**config.mk**
```make
export PLATFORM = sky130hd
export DESIGN_NAME = chip8_op_decode
export DESIGN_NICKNAME = d
export VERILOG_FILES = /design/src/rtl/chip8_op_decode.sv
export SDC_FILE = /design/constraint.sdc
export NUM_CORES = 1
export LEC_CHECK = 0
export BUFFER_PORTS_ARGS = -buffer_cell sky130_fd_sc_hd__buf_2
export CORE_MARGIN = 8
export CORE_UTILIZATION = 47
export DETAILED_ROUTE_END_ITERATION = 16
export PLACE_DENSITY_LB_ADDON = 0.08
export SLEW_MARGIN = 20
export SYNTH_ARGS = -nofsm -noshare
export SYNTH_HDL_FRONTEND = slang
export SYNTH_SLANG_ARGS = --single-unit
```
**constraint.sdc**
```tcl
create_clock -name vclk -period 5.5
set_clock_uncertainty 0.1 [all_clocks]
set_input_delay 0.275 -clock vclk [all_inputs]
set_output_delay 0.275 -clock vclk [all_outputs]
set_load 0.005 [all_outputs]
```
**src/rtl/chip8_op_decode.sv**
```systemverilog
module chip8_op_decode (
  input  logic [15:0] opcode,
  output logic [3:0]  op_major,
  output logic [3:0]  op_minor,
  output logic [3:0]  x_idx,
  output logic [3:0]  y_idx,
  output logic [7:0]  imm8,
  output logic [11:0] addr12,
  output logic [3:0]  n4,
  output logic [1:0]  alu_a_sel,
  output logic [1:0]  alu_b_sel,
  output logic        multi_cycle,
  output logic        uses_v0,
  output logic        writes_vx,
  output logic        writes_vf,
  output logic        illegal
);
  localparam logic [1:0] A_NONE = 2'd0, A_VX = 2'd1, A_V0 = 2'd2;
  localparam logic [1:0] B_NONE = 2'd0, B_VY = 2'd1, B_NN = 2'd2, B_NNN = 2'd3;

  localparam logic [3:0] M_CLS  = 4'd0,  M_RET  = 4'd1,  M_SKP  = 4'd2,  M_SKNP = 4'd3;
  localparam logic [3:0] M_GDT  = 4'd4,  M_WKEY = 4'd5,  M_SDT  = 4'd6,  M_SST  = 4'd7;
  localparam logic [3:0] M_ADDI = 4'd8,  M_FONT = 4'd9,  M_BCD  = 4'd10, M_STOR = 4'd11;
  localparam logic [3:0] M_LOAD = 4'd12;

  assign op_major = opcode[15:12];
  assign x_idx    = opcode[11:8];
  assign y_idx    = opcode[7:4];
  assign n4       = opcode[3:0];
  assign imm8     = opcode[7:0];
  assign addr12   = opcode[11:0];

  logic       ok, mc, v0, wx, wf;
  logic [1:0] sa, sb;
  logic [3:0] mn;

  always_comb begin
    ok = 1'b1;
    mc = 1'b0;
    v0 = 1'b0;
    wx = 1'b0;
    wf = 1'b0;
    sa = A_NONE;
    sb = B_NONE;
    mn = 4'd0;
    unique case (op_major)
      4'h0: begin
        if (opcode[11:0] == 12'h0E0)      mn = M_CLS;
        else if (opcode[11:0] == 12'h0EE) mn = M_RET;
        else                              ok = 1'b0;
      end
      4'h1, 4'h2, 4'hA: sb = B_NNN;
      4'hB: begin
        sa = A_V0;
        sb = B_NNN;
        v0 = 1'b1;
      end
      4'h3, 4'h4: begin
        sa = A_VX;
        sb = B_NN;
      end
      4'h5, 4'h9: begin
        if (n4 == 4'h0) begin
          sa = A_VX;
          sb = B_VY;
        end else ok = 1'b0;
      end
      4'h6, 4'hC: begin
        sb = B_NN;
        wx = 1'b1;
      end
      4'h7: begin
        sa = A_VX;
        sb = B_NN;
        wx = 1'b1;
      end
      4'h8: begin
        sa = A_VX;
        sb = B_VY;
        case (n4)
          4'h0, 4'h1, 4'h2, 4'h3: wx = 1'b1;
          4'h4, 4'h5, 4'h6, 4'h7, 4'hE: begin
            wx = 1'b1;
            wf = 1'b1;
          end
          default: ok = 1'b0;
        endcase
      end
      4'hD: begin
        sa = A_VX;
        sb = B_VY;
        mc = 1'b1;
      end
      4'hE: begin
        sa = A_VX;
        if (imm8 == 8'h9E)      mn = M_SKP;
        else if (imm8 == 8'hA1) mn = M_SKNP;
        else                    ok = 1'b0;
      end
      default: begin
        case (imm8)
          8'h07: begin mn = M_GDT;  wx = 1'b1; end
          8'h0A: begin mn = M_WKEY; wx = 1'b1; end
          8'h15: begin mn = M_SDT;  sa = A_VX; end
          8'h18: begin mn = M_SST;  sa = A_VX; end
          8'h1E: begin mn = M_ADDI; sa = A_VX; end
          8'h29: begin mn = M_FONT; sa = A_VX; end
          8'h33: begin mn = M_BCD;  sa = A_VX; mc = 1'b1; end
          8'h55: begin mn = M_STOR; mc = 1'b1; end
          8'h65: begin mn = M_LOAD; mc = 1'b1; end
          default: ok = 1'b0;
        endcase
      end
    endcase
  end

  assign illegal     = ~ok;
  assign op_minor    = ok ? mn : 4'd0;
  assign alu_a_sel   = ok ? sa : A_NONE;
  assign alu_b_sel   = ok ? sb : B_NONE;
  assign multi_cycle = ok & mc;
  assign uses_v0     = ok & v0;
  assign writes_vx   = ok & wx;
  assign writes_vf   = ok & wf;
endmodule

```
After elaboration in Yosys (flattened, before gate mapping)
Cells that the tools add are included.

Eq/ne operators: 35. Mux-type cells: 28. Bitwise logic cells: 5. Reduce and logical (&&, ||, !) cells: 19.

Operators by type and width (count): $pmux 4 s9 (1); $eq 4x3->1 const B (8); $eq 4x4->1 const B (8); $eq 12x8->1 const B (2); $eq 8x5->1 const B (3); $reduce_or 9->1 (2); $eq 4x2->1 const B (4); $eq 8x6->1 const B (2); $eq 8x7->1 const B (2); $eq 8x8->1 const B (2); $mux 1 (16); $pmux 2 s4 (2); $reduce_or 5->1 (3); $reduce_or 14->1 (1); $reduce_or 13->1 (1); $pmux 4 s3 (1); $reduce_or 6->1 (2); $reduce_or 11->1 (1); $reduce_or 10->1 (1); $eq 4x1->1 const B (2); $eq 8x3->1 const B (1); $eq 8x4->1 const B (1); $logic_not 4->1 (2); $mux 2 (4); other kinds (9) (15).

Bits in registers: 0. Input bits: 16. Output and inout port bits: 49. Word-level logic and storage cells: 87.

Longest topological paths before layout
Gate-level depths: netlist (run 1).

Word-level depth: 5. Gate-level depth with buffers: 6. Gate-level depth less buffers: 5.

Worst setup path before layout (run 1)
OpenSTA, ideal clock, no wires.

Kind: input port to output port. Start point: input port opcode[2]. End point: output port alu_a_sel[0]. Data arrival time: 1820 ps. Data required time: 5125 ps. Path slack: 3305 ps. Stages: 6. Buffers on the path: 1. Cell sequence: buf_4 -> or3b_4 -> a2111oi_4 -> a21oi_1 -> a311o_1 -> nor3_2.

Word-level cells in the longest chain between the ends: 5. Elaborated cells between the ends (all ways): 37. Those cells by class: 21 x eq/ne; 12 x mux; 4 x reduce/logical.

RTL lines: start, declared (line 2) `input logic [15:0] opcode,`; $eq 8x7->1, or another cell as far along (line 101) `case (imm8)`; $reduce_or 9->1 (no line), or another cell as far along; $mux 1, on equally long branches; $pmux 1 s5 or $pmux 2 s4 (tied branches) (line 46) `unique case (op_major)`; $mux 2 (*) (line 119) `assign alu_a_sel = ok ? sa : A_NONE;`; end, declared (line 10) `output logic [1:0] alu_a_sel,`.

Mark *: on every way between the ends. The rest lies on a longest branch, timed or not.

Worst setup path after layout (run 1)
Start point: input port opcode[3]. End point: output port alu_a_sel[0].

The elaborated chain is that of the path after synthesis.

==> flow_metrics.tcl, run 1 <==
set metrics [dict create \
    final.clkbuf_count 0 \
    use_met2_pct 24.7 \
    final_gp_congestion 0.908 \
    grt_usage_pct 13.9 \
    post_route_cells_drive_above_1_share_pct 43.1 \
    antenna-diode-count 0 \
    setup-tns-final_ns 0 \
    setup_ws_ns 3.03 \
    multi_input_comb_area_um2 592 \
    outcome "complete, no violations" \
    firstDrtPassIters 4 \
    final_cell_mix "sky130_fd_sc_hd__buf_2, sky130_fd_sc_hd__nor2_1, sky130_fd_sc_hd__nand2_1, sky130_fd_sc_hd__a21oi_1, sky130_fd_sc_hd__nand2b_1" \
    fmax_ghz 0.405 \
    numPlacedInstances 187 \
    grt-ovfl-total 0 \
    min_period_over_period_pct 44.9 \
    layout.cells.most_common "sky130_fd_sc_hd__buf_2" \
    area_used_by_sequential_logic_in_the_layout_um2 0 \
    nature_of_the_critical_path_endpoint "output pin" \
    worst-setup-path-type "in2out" \
    start_kind "input port" \
    synth_cell_types 42 \
    synth-seq-area-share_pct 0 \
    power.leakage_nw 0.442 \
    synth_fp_nets 156 \
    num_vias 1011 \
    tightest_slew_ns 0.617 \
    holdBufCountCts 0 \
    rsz0062_at_grt "false" \
    timing.final.hold_violations 0 \
    worst_min_delay_path_class "in2out" \
    yosysTopAreaCell "sky130_fd_sc_hd__buf_4" \
    synth_largest_type_area_fraction_pct 30.9 \
    crit_path_time_final_ns 2.47 \
    routed_via_density 5.41 \
    cell_types_with_the_largest_area_share_after_synthesis "sky130_fd_sc_hd__buf_4, sky130_fd_sc_hd__nand2b_1, sky130_fd_sc_hd__a21oi_1, sky130_fd_sc_hd__nor2_1, sky130_fd_sc_hd__nand2_1" \
    maxCapViolCount 0 \
    synth-warning-count 0 \
    top_usage_layer "met2" \
    path_max_fanout 13 \
    drc_errors 0 \
    antenna_found_initial 0 \
    fillerInstances 211 \
    initial_core_util_pct 48.6 \
    placementRows 16 \
    core-area_um2 1900 \
    post_synth.cell_area_avg_um2 6.60 \
    number_of_resized_instances_in_the_post_cts_repair_step 0 \
    fp.dieArea_um2 3640 \
    antenna_violating_nets_post_route 0 \
    grt_first_pass_wirelength_um 4250 \
    synth_cells 140 \
    synthesis.area_um2 923 \
    layout.core_utilization_pct 50.6 \
    synthToLayoutAreaGrowth_pct 4.20 \
    routed_wire_length_per_instance_um 14.2 \
    whs_ns 0.645 \
    drtIter0Drc 32 \
    final_cells 187 \
    post_cts.repair.setup_buffers 0 \
    critical_path_arrival_ns 2.10 \
    largest_net_degree_at_the_start_of_global_routing 17 \
    globalRouteMet3Util_pct 2.15 \
    use_met1_pct 17.3 \
    finish.net_count 178 \
    dieWidth_um 60.3 \
    setup_viol 0 \
    post-place-ws_ns 3.04 \
    finalMaxSlewViolations 0 \
    first_global_vias 979 \
    worst_slew_slack_as_a_fraction_of_its_limit_pct 58.5 \
    detailed_place_hpwl_um 2180 \
    ir_worst_vdd_v 0.0000369 \
    numSequentialCells 0 \
    power_per_cell_area_nw_per_um2 70.3 \
    io_pins 65 \
    worst-endpoint-required_ns 5.12 \
    numPortBuffers 65 \
    die_h_um 60.3 \
    wirelength_um 2650 \
]
## path summary, 6_finish.rpt
| path | startpoint | end | slack, ns | cells past startpoint |
|---|---|---|---|---|
| worst max-delay path | opcode[3] | alu_a_sel[0] | 3.03 | 7 |
| worst min-delay path | opcode[8] | x_idx[0] | 0.64 | 2 |
## where the power goes
part | total (W) | switching, W | internal (W) | leakage [nW]
registers | 0 | 0 | 0 | 0
clock network | 0 | 0 | 0 | 0
logic | 0.0000677 | 0.0000382 | 0.0000294 | 0.442
## worst max-delay path, stage by stage
cell	delay, ns
sky130_fd_sc_hd__buf_2	0.19
sky130_fd_sc_hd__or3b_4	0.42
sky130_fd_sc_hd__a2111oi_4	0.45
sky130_fd_sc_hd__a21oi_1	0.16
sky130_fd_sc_hd__a311o_1	0.38
sky130_fd_sc_hd__nor3_2	0.09
sky130_fd_sc_hd__buf_2	0.13
## layer usage
layer  routed length, um  up-vias  share of wire (%)
met2                1230       41                 46
met4                  19        0               0.72
met3                 253        2                9.5
li1                    -      513                  -
met5                   0        -                  0
met1                1150      455                 43
## cell usage after synthesis, drive strengths merged (2+ instances only)
cell,number
nand2b,8
nor3,3
mux2i,2
inv,3
nor2,12
nand2,10
o21ai,5
a21oi,9
o221ai,2
or4,2
nor4,4
nand3b,3
a22oi,2
nand3,2
a2111oi,2
buf,40
nor2b,5
nand4,3
clkbuf,5
## logic make-up after synthesis
kind of cell	count (synthesis)	synth area share (%)
AO/OA/AOI/OAI	30	24.3
buffers and inverters	48	35.9
AND/OR/NAND/NOR	59	36.7
XOR/XNOR	1	0.949
multiplexers	2	2.17
## layout make-up
type	count	area share (%)
inverter	3	1.17
multi-input combinational	92	61.5
tap	27	3.51
timing repair buffer	65	33.8
## through the flow
step	total power, W	cell area (um2)
2_1_floorplan	0.0000549	923
3_3_place_gp	0.0000679	962
3_5_place_dp	0.0000682	962
4_1_cts	0.0000685	962
5_1_grt	0.0000758	962
6_report	0.0000677	962
Note: power is estimated with default switching activity, not from simulation.
==> inputs of run 2 (changes only) <==
Settings changed: ABC_AREA set to 1, CORE_UTILIZATION 47 to 40.
Clock period 5.5 ns to 2.1 ns, I/O delays scaled along.
==> run 2 against run 1 <==
Effect of this change: global-route usage shrank 1.8 points; first-iteration DRC count decreased by 28%; hold slack got worse by 0.34 ns; core utilization decreased by 4.1 points; critical path depth increased by 3; count of clock-buffer cells in the layout did not move; synthesized cell count is 34% higher; critical endpoint is now op_minor[2].
==> flow_metrics.tcl, run 2 <==
set metrics [dict create \
    final.clkbuf_count 0 \
    crit_path_time_final_ns 1.45 \
    power_total_w 0.000173 \
    fp.dieArea_um2 4190 \
    placementRows 17 \
    grt_usage_pct 12.1 \
    synth_cell_types 21 \
    min_delay_path_depth 2 \
    synth_largest_type_area_fraction_pct 28.5 \
    synth-seq-area-share_pct 0 \
    antenna-diode-count 0 \
    drtIter0Drc 23 \
    cell_types_with_the_largest_area_share_after_synthesis "sky130_fd_sc_hd__buf_4, sky130_fd_sc_hd__nand2_1, sky130_fd_sc_hd__nor2_1, sky130_fd_sc_hd__nand3_1, sky130_fd_sc_hd__inv_1" \
    outcome "complete, no violations" \
    num_vias 1114 \
    hold_critical_path_endpoint "x_idx[2]" \
    path_max_fanout 7 \
    core-area_um2 2230 \
    holdBufCountCts 0 \
    worst-endpoint-required_ns 1.89 \
    rsz0062_at_grt "false" \
    worst_min_delay_path_class "in2out" \
    io_pins 65 \
    synthToLayoutAreaGrowth_pct 9.50 \
    grt-ovfl-total 0 \
    routed_wire_length_per_instance_um 10.8 \
    min_period_over_period_pct 69.0 \
    finish.net_count 235 \
    detailed_place_hpwl_um 2450 \
    area_used_by_sequential_logic_in_the_layout_um2 0 \
    tightest_slew_ns 0.239 \
    number_of_resized_instances_in_the_post_cts_repair_step 0 \
    power_frac_comb_pct 100.0 \
    first_global_vias 1079 \
    power.share.switching_pct 59.3 \
    routed_via_density 4.55 \
    worst-setup-path-type "in2out" \
    nature_of_the_critical_path_endpoint "output pin" \
    initial_core_util_pct 42.5 \
    p_int_w 0.0000703 \
    maxCapViolCount 0 \
    critical_path_arrival_ns 1.24 \
    largest_net_degree_at_the_start_of_global_routing 9 \
    antenna_violating_nets_post_route 0 \
    post_route_cells_drive_above_1_share_pct 38.2 \
    synth_fp_nets 204 \
    fmax_ghz 0.690 \
    synth-warning-count 0 \
    synthesis.area_um2 948 \
    post_cts.repair.setup_buffers 0 \
    timing.final.hold_violations 0 \
    timing.hold.worst.start "opcode[10]" \
    numSequentialCells 0 \
    grt_first_pass_wirelength_um 4490 \
    start_kind "input port" \
    final_cell_mix "sky130_fd_sc_hd__buf_2, sky130_fd_sc_hd__nand2_1, sky130_fd_sc_hd__nor2_1, sky130_fd_sc_hd__nand3_1, sky130_fd_sc_hd__inv_1" \
    antenna_found_initial 0 \
    drc_errors 0 \
    power.net_switching_w 0.000102 \
    setup-tns-final_ns 0 \
    yosysTopAreaCell "sky130_fd_sc_hd__buf_4" \
    numPortBuffers 65 \
    worst_slew_slack_as_a_fraction_of_its_limit_pct 84.0 \
    firstDrtPassIters 4 \
    power_per_cell_area_nw_per_um2 166 \
    ir_worst_vdd_v 0.0000919 \
    layout.cells.most_common "sky130_fd_sc_hd__buf_2" \
    die_h_um 64.7 \
    setup_viol 0 \
    synthMostInstantiatedCell "sky130_fd_sc_hd__nand2_1" \
    clkPwrFrac_pct 0 \
    leading_post_synthesis_cells_by_instance_count "sky130_fd_sc_hd__nand2_1, sky130_fd_sc_hd__buf_4, sky130_fd_sc_hd__nor2_1" \
    power.leakage_nw 0.690 \
    finalMaxSlewViolations 0 \
    synth_cells 188 \
    dieWidth_um 64.7 \
    power.share.sequential_pct 0 \
    wirelength_um 2650 \
    final_gp_congestion 0.924 \
    post_synth.cell_area_avg_um2 5.04 \
]
[run 2: per-layer routing]
metal  track usage (%)  part of all wire [%]  vias to the layer above
met5                 0                     0                        -
met4             0.272                     0                        0
met3              2.23                   8.9                        0
met2              22.7                    46                       46
met1              14.6                    45                      461
li1                  -                     -                      607
[run 2: area by class of cell]
| class | count | area [um2] |
|---|---|---|
| tap | 28 | 35.0 |
| fill | 280 | 1190 |
| inverter | 21 | 78.8 |
| multi-input combinational | 131 | 599 |
| timing repair buffer | 65 | 325 |
[run 2: stage by stage]
step | hold WS (ns) | std cells | utilization, % | worst slack, ns | instance area, um2
after floorplan | 0.191 | 188 | - | 1.04 | 948
after global placement | 0.304 | 245 | 46.5 | 0.630 | 1040
after detailed placement | 0.305 | 245 | 46.5 | 0.642 | 1040
after CTS | 0.307 | 245 | 46.5 | 0.640 | 1040
after global routing | 0.314 | 245 | 46.5 | 0.462 | 1040
final | 0.303 | 245 | 46.5 | 0.651 | 1040
[run 2: worst max-delay path, stage by stage]
cell and delay, ns:
sky130_fd_sc_hd__buf_2 0.13, sky130_fd_sc_hd__inv_1 0.06, sky130_fd_sc_hd__nand2_1 0.14, sky130_fd_sc_hd__nor2_1 0.08, sky130_fd_sc_hd__nand2_1 0.11, sky130_fd_sc_hd__nand2_1 0.10
sky130_fd_sc_hd__nor2_2 0.14, sky130_fd_sc_hd__nand2_1 0.09, sky130_fd_sc_hd__and3_1 0.16, sky130_fd_sc_hd__buf_2 0.12
[run 2: how the worst max path moves through the flow]
stage	from	to	slack [ns]	cells past startpoint
2_1_floorplan	opcode[5]	op_minor[2]	1.04	8
3_3_place_gp	opcode[5]	op_minor[1]	0.63	10
3_5_place_dp	opcode[3]	op_minor[2]	0.64	10
4_1_cts	opcode[3]	op_minor[2]	0.64	10
5_1_grt	opcode[14]	alu_b_sel[0]	0.46	11
6_report	opcode[3]	op_minor[2]	0.65	10
[run 2: power groups by stage]
| stage | logic [W] | registers [W] | clock network, W |
|---|---|---|---|
| after global routing | 0.000199 | 0 | 0 |
| after global placement | 0.000175 | 0 | 0 |
| after CTS | 0.000177 | 0 | 0 |
| final | 0.000173 | 0 | 0 |
| after floorplan | 0.000132 | 0 | 0 |
| after detailed placement | 0.000176 | 0 | 0 |
[run 2: logic make-up (layout without fill, tap and decap cells)]
| group | after synthesis | count (layout) | synth area share [%] |
|---|---|---|---|
| and+or+nand+nor | 124 | 124 | 58.7 |
| buffers and inverters | 57 | 86 | 36.8 |
| AOI/OAI and AO/OA | 7 | 7 | 4.49 |
